`src/rtl/inact_pkg.sv`:
```
package inact_pkg;

  // Bits needed to hold the values 0..m inclusive.
  function automatic int unsigned count_width(input int unsigned m);
    int unsigned w;
    w = 1;
    while ((64'(1) << w) <= 64'(m)) w = w + 1;
    return w;
  endfunction

  // Next count while enabled: saturates at the modulus.
  function automatic int unsigned next_count(input int unsigned c,
                                             input int unsigned m);
    return (c >= m) ? m : c + 1;
  endfunction

  // True when the following enabled step reaches the modulus.
  function automatic logic at_last_step(input int unsigned c,
                                        input int unsigned m);
    return (c + 1 == m);
  endfunction

endpackage

```
`src/rtl/inact_sync.sv`:
```
module inact_sync #(
  parameter int unsigned W      = 1,
  parameter int unsigned STAGES = 2,
  parameter logic [W-1:0] RST_VAL = '0
) (
  input  logic         clk,
  input  logic         rst_n,
  input  logic [W-1:0] d_async,
  output logic [W-1:0] q_sync
);

  logic [W-1:0] stage_q [STAGES];

  for (genvar s = 0; s < STAGES; s++) begin : g_stage
    if (s == 0) begin : g_first
      always_ff @(posedge clk or negedge rst_n) begin
        if (!rst_n) stage_q[0] <= RST_VAL;
        else        stage_q[0] <= d_async;
      end
    end else begin : g_next
      always_ff @(posedge clk or negedge rst_n) begin
        if (!rst_n) stage_q[s] <= RST_VAL;
        else        stage_q[s] <= stage_q[s-1];
      end
    end
  end

  assign q_sync = stage_q[STAGES-1];

endmodule

```
`src/rtl/inact_activity.sv`:
```
module inact_activity #(
  parameter int unsigned NUM_KEYS = 4
) (
  input  logic [NUM_KEYS-1:0] keys_s,
  input  logic                act_n_s,
  output logic                clear_evt
);

  logic any_key;

  always_comb begin
    any_key = 1'b0;
    for (int i = 0; i < NUM_KEYS; i++) any_key = any_key | keys_s[i];
  end

  assign clear_evt = any_key | ~act_n_s;

endmodule

```
`src/rtl/inact_timer.sv`:
```
module inact_timer #(
  parameter int unsigned MODULUS = 44_000_000,
  parameter int unsigned CW      = inact_pkg::count_width(MODULUS)
) (
  input  logic          clk,
  input  logic          rst_n,
  input  logic          clear_evt,
  output logic [CW-1:0] cnt_q,
  output logic          term_q,
  output logic          term_evt
);

  logic          cnt_en;
  logic          last_step;
  logic [CW-1:0] cnt_d;

  assign cnt_en    = ~term_q;
  assign last_step = inact_pkg::at_last_step(32'(cnt_q), MODULUS);
  assign cnt_d     = CW'(inact_pkg::next_count(32'(cnt_q), MODULUS));
  assign term_evt  = ~clear_evt & cnt_en & last_step;

  always_ff @(posedge clk or negedge rst_n) begin
    if (!rst_n) begin
      cnt_q  <= '0;
      term_q <= 1'b0;
    end else if (clear_evt) begin
      cnt_q  <= '0;
      term_q <= 1'b0;
    end else if (cnt_en) begin
      cnt_q  <= cnt_d;
      term_q <= last_step;
    end
  end

endmodule

```
`src/rtl/inact_pwrdn_top.sv`:
```
module inact_pwrdn_top #(
  parameter int unsigned MODULUS     = 44_000_000,
  parameter int unsigned NUM_KEYS    = 4,
  parameter int unsigned SYNC_STAGES = 2,
  localparam int unsigned CW = inact_pkg::count_width(MODULUS)
) (
  input  logic                clk,
  input  logic                rst_n,
  input  logic [NUM_KEYS-1:0] key_in,
  input  logic                act_n,
  output logic                pwr_down,
  output logic [CW-1:0]       count_dbg
);

  logic [NUM_KEYS-1:0] keys_s;
  logic                act_n_s;
  logic                clear_evt;
  logic                term_evt;
  logic                term_q;
  logic [CW-1:0]       cnt_q;

  inact_sync #(.W(NUM_KEYS), .STAGES(SYNC_STAGES), .RST_VAL('0)) u_key_sync (
    .clk(clk), .rst_n(rst_n), .d_async(key_in), .q_sync(keys_s)
  );

  inact_sync #(.W(1), .STAGES(SYNC_STAGES), .RST_VAL(1'b1)) u_act_sync (
    .clk(clk), .rst_n(rst_n), .d_async(act_n), .q_sync(act_n_s)
  );

  inact_activity #(.NUM_KEYS(NUM_KEYS)) u_activity (
    .keys_s(keys_s), .act_n_s(act_n_s), .clear_evt(clear_evt)
  );

  inact_timer #(.MODULUS(MODULUS), .CW(CW)) u_timer (
    .clk(clk), .rst_n(rst_n), .clear_evt(clear_evt),
    .cnt_q(cnt_q), .term_q(term_q), .term_evt(term_evt)
  );

  assign pwr_down  = term_q;
  assign count_dbg = cnt_q;

endmodule

```
`config.mk`:
```
export PLATFORM = sky130hd
export DESIGN_NAME = inact_pwrdn_top
export DESIGN_NICKNAME = d
export VERILOG_FILES = /design/src/rtl/inact_pkg.sv /design/src/rtl/inact_sync.sv /design/src/rtl/inact_activity.sv /design/src/rtl/inact_timer.sv /design/src/rtl/inact_pwrdn_top.sv
export SDC_FILE = /design/constraint.sdc
export NUM_CORES = 1
export LEC_CHECK = 0
export BUFFER_PORTS_ARGS = -buffer_cell sky130_fd_sc_hd__buf_2
export CAP_MARGIN = 15
export CELL_PAD_IN_SITES_DETAIL_PLACEMENT = 1
export CELL_PAD_IN_SITES_GLOBAL_PLACEMENT = 2
export CORE_UTILIZATION = 32
export CTS_BUF_LIST = sky130_fd_sc_hd__clkbuf_2
export DETAILED_ROUTE_END_ITERATION = 16
export PLACE_DENSITY = 0.83
export REMOVE_ABC_BUFFERS = 1
export SYNTH_ARGS = -nofsm -noshare
export SYNTH_HDL_FRONTEND = slang
export SYNTH_SLANG_ARGS = --single-unit
export TNS_END_PERCENT = 50
```
`constraint.sdc`:
```
create_clock -name clk -period 2 [get_ports clk]
set_clock_uncertainty 0.1 [all_clocks]
set_input_delay 0.1 -clock clk [delete_from_list [all_inputs] [get_ports clk]]
set_output_delay 0.1 -clock clk [all_outputs]
set_load 0.005 [all_outputs]
```
==> results.cfg <==
[clock_network]
clockBufferDepth = 2
clock_latency_ps = 430
cts_root_buffer = sky130_fd_sc_hd__clkbuf_2
cts-buffers-inserted = 5
cts_tree = yes
clock_sink_count = 37
clock_tree.htree_level_count = 2
clkTransAtPathRegs_ps = 230

[logic_synthesis]
post_synth_mux_area_share_pct = 1.503
synth_adder_area_share_pct = 1.203
postSynthCellCount = 230
post_synth_and_or_nand_nor_area_fraction_pct = 24.35
async_sr_flop_fraction_pct = 100.0
synth_largest_area_cell = sky130_fd_sc_hd__dfrtp_1
synth_compound_area_share_pct = 21.95
average_size_of_a_mapped_cell_um2 = 9.047
synth-edff-count = 0
fraction_of_synthesized_cell_area_taken_by_the_top_area_cell_type_pct = 42.09
post_synth_xor_area_fraction_pct = 1.684
yosys-top-cells-area = sky130_fd_sc_hd__dfrtp_1 42%, sky130_fd_sc_hd__a21oi_1 5.1%, sky130_fd_sc_hd__nand2_1 4.9%
post_synth_instance_area_um2 = 2081
synth.lib_cells_used.distinct = 43
synthesis.yosys.warnings = 0
number_of_synthesized_register_bits = 37
ys_seq_area_share_pct = 44.62
dominantRegCellSynth = sky130_fd_sc_hd__dfrtp_1
combinational_family_with_the_most_area_after_synthesis = simple AND/OR/NAND/NOR gates

[placed_design]
numPlacedInstances = 393
io_buffers = 33
globalplace.congestion = 0.8580
dp_hpwl_um = 5489
placement.cell_area_um2 = 2788

[routing]
count_of_antenna_violating_nets_left_after_detailed_routing = 0
via_per_inst = 5.621
initialDrtViolationCount = 177
wirelength_um = 8064
firstDrtPassIters = 4
drcViolationCount = 0
drt-wirelength-per-cell_um = 19.34
route.vias.total = 2344

[floorplanning]
die_height_um = 82.64
coreArea_um2 = 6314
design.die.area_um2 = 6829
initial_core_util_pct = 32.96
count_of_standard_cell_rows = 29
ports = 34
die_w_um = 82.64

[worst_setup_path]
setup.worst_path.class = register to register
timing.critical_path.arrival_ps = 2410
path_max_fanout = 5
timing.critical_path.from = u_timer.cnt_q[2]
setup.worst_path.end_class = register
worstPathRequired_ps = 2250
worstReg2RegStart = u_timer.cnt_q[2]
worst_setup_path_start_kind = register

[layout]
area.growth.synth_to_final_pct = 51.65
postLayoutCellArea_um2 = 3156
instances_no_fill = 417
drive_gt1_share_pct = 45.00
final_cell_mix = 69 x sky130_fd_sc_hd__buf_4, 33 x sky130_fd_sc_hd__buf_2, 32 x sky130_fd_sc_hd__dfrtp_1
antenna-diode-count = 0
finalCoreUtilization_pct = 49.98
most_common_cell_after_layout_fill_and_taps_aside = sky130_fd_sc_hd__buf_4
finalNetCount = 348

[timing]
layout_setup_ws_ps = -152.0
timing_max_transition_violations_final = 0
fin_crit_sh_pct = 107.6
timing.hold.ws_ps = 25.87
rsz0062_at_grt = true
relSlewSlack_pct = 67.83
fin_crit_ps = 2152
fmax_mhz = 464.7
final_setup_violation_count = 20
timing_hold_violations_final = 0
worst_pin_slew_ps = 480.8

[global_routing]
globalRoute.totalOverflow = 0
grt_max_degree = 38
grt_pass1_wl_um = 12050
grt_util_met2_pct = 41.57
groute.layer.met3.usage_pct = 3.516
antenna_violations_before_repair = 0
first_global_vias = 2349
groute.usage.overall_pct = 24.50
global_route.usage.met1_pct = 31.61
grt.busiest_layer = met2

[power]
switching_power_mw = 0.3259
p_sw_share_pct = 27.16
power_density_nw_per_um2 = 380.2
seq_power_share_pct = 63.7
comb_power_share_pct = 4.3
total_power_mw = 1.200
power.clock.fraction_pct = 32.0
vdd_drop_max_v = 0.0002200
power_leakage_nw = 1.445
cellInternalPower_mw = 0.8738

[outcome]
status = complete, but fails checks
failed_checks = setup timing

[worst_hold_path]
timing.hold.worst.class = input port to async pin

[job]
max_cap_viol_count = 0
synthesized netlist by cell type (2+ instances only):
master / instances
sky130_fd_sc_hd__dfrtp_1: 35
sky130_fd_sc_hd__nand2_1: 27
sky130_fd_sc_hd__a21oi_1: 21
sky130_fd_sc_hd__nor2_1: 17
sky130_fd_sc_hd__a31oi_1: 15
sky130_fd_sc_hd__nand3_1: 11
sky130_fd_sc_hd__and3_1: 9
sky130_fd_sc_hd__a311oi_1: 6
sky130_fd_sc_hd__clkbuf_1: 6
sky130_fd_sc_hd__inv_1: 6
sky130_fd_sc_hd__nand2b_1: 6
sky130_fd_sc_hd__nor4_1: 6
sky130_fd_sc_hd__and2_1: 5
sky130_fd_sc_hd__nand4_1: 5
sky130_fd_sc_hd__o21a_1: 4
sky130_fd_sc_hd__o21ai_0: 4
sky130_fd_sc_hd__o21ai_1: 4
sky130_fd_sc_hd__buf_2: 3
sky130_fd_sc_hd__nor3_1: 3
sky130_fd_sc_hd__xor2_1: 3
sky130_fd_sc_hd__a2111o_1: 2
sky130_fd_sc_hd__a41oi_1: 2
sky130_fd_sc_hd__and4_1: 2
sky130_fd_sc_hd__buf_4: 2
sky130_fd_sc_hd__buf_6: 2
sky130_fd_sc_hd__dfstp_2: 2
sky130_fd_sc_hd__ha_1: 2
sky130_fd_sc_hd__mux2i_1: 2
sky130_fd_sc_hd__o2111ai_1: 2
sky130_fd_sc_hd__o211a_1: 2
sky130_fd_sc_hd__or3_1: 2
through the flow:
| stage | setup TNS (ps) | worst slack [ps] |
|---|---|---|
| finish | -1334 | -152.0 |
| global route | -3410 | -249.0 |
| CTS | -163.6 | -84.76 |
| detailed placement | -1237 | -131.9 |
| global placement | -49.28 | -49.28 |
| floorplan | -5594 | -433.0 |
state kept, by name, summed over array words and instances, names as in the netlist:
name and cells:
u_timer.term_q 1, u_key_sync.q_sync 4, u_key_sync.stage_q 4, u_act_sync.q_sync 1, u_act_sync.stage_q 1, u_timer.cnt_q 26
worst max-delay path: stages, from the launching register on:
cell and delay (ps):
sky130_fd_sc_hd__dfrtp_2 500, sky130_fd_sc_hd__and3_1 190, sky130_fd_sc_hd__and3_1 210, sky130_fd_sc_hd__o41ai_2 300
sky130_fd_sc_hd__o2111ai_1 220, sky130_fd_sc_hd__a2111o_1 400, sky130_fd_sc_hd__o31ai_2 170
layout make-up:
| class | count | area (um^2) |
|---|---|---|
| clock buffers | 5 | 25.02 |
| inverters | 6 | 22.52 |
| repair buffers | 115 | 853.3 |
| clock inverters | 3 | 21.27 |
| well taps | 77 | 96.34 |
| multi-input cells | 174 | 1205 |
| flip-flops and latches | 37 | 932.1 |
| fillers | 778 | 3158 |
power by group through the flow:
stage          registers (mW)  clock network (mW)  logic (mW)
2_1_floorplan           0.777                   0     0.00627
3_3_place_gp            0.777                   0      0.0379
3_5_place_dp            0.778                   0      0.0392
4_1_cts                 0.765               0.394      0.0497
5_1_grt                 0.766               0.417      0.0579
6_report                0.765               0.384      0.0515
cell families after synthesis:
family / count (synthesis)
compound gates: 68
xor+xnor: 4
fa+ha+maj: 2
buf+inv: 19
flops: 37
mux: 3
simple gates: 97
worst paths after layout:
check,endpoint,slack (ps),cells past startpoint
setup / recovery,u_timer.term_q,-150,6
hold / removal,u_timer.cnt_q[5],30,3
setup reg to reg,u_timer.term_q,-150,6
hold reg to reg,u_key_sync.q_sync[3],280,0
max in group asynchronous,u_act_sync.q_sync,1490,3
min in group clk,u_act_sync.stage_q[1],200,2
timing repair:
item	CTS	global route
gates resized for setup	8	31
setup endpoints to repair	20	27
gates cloned	0	1
setup buffers	5	5
hold buffers	6	0
pin swaps	9	16
endpoints found under the hold margin	42	0
layer usage:
layer | part of all wire (%) | wire length [um]
met3 | 4.5 | 362
met4 | 2.1 | 168
met2 | 51 | 4119
met5 | 0 | 0
met1 | 42 | 3413
Power figures use the tool's default switching activity.
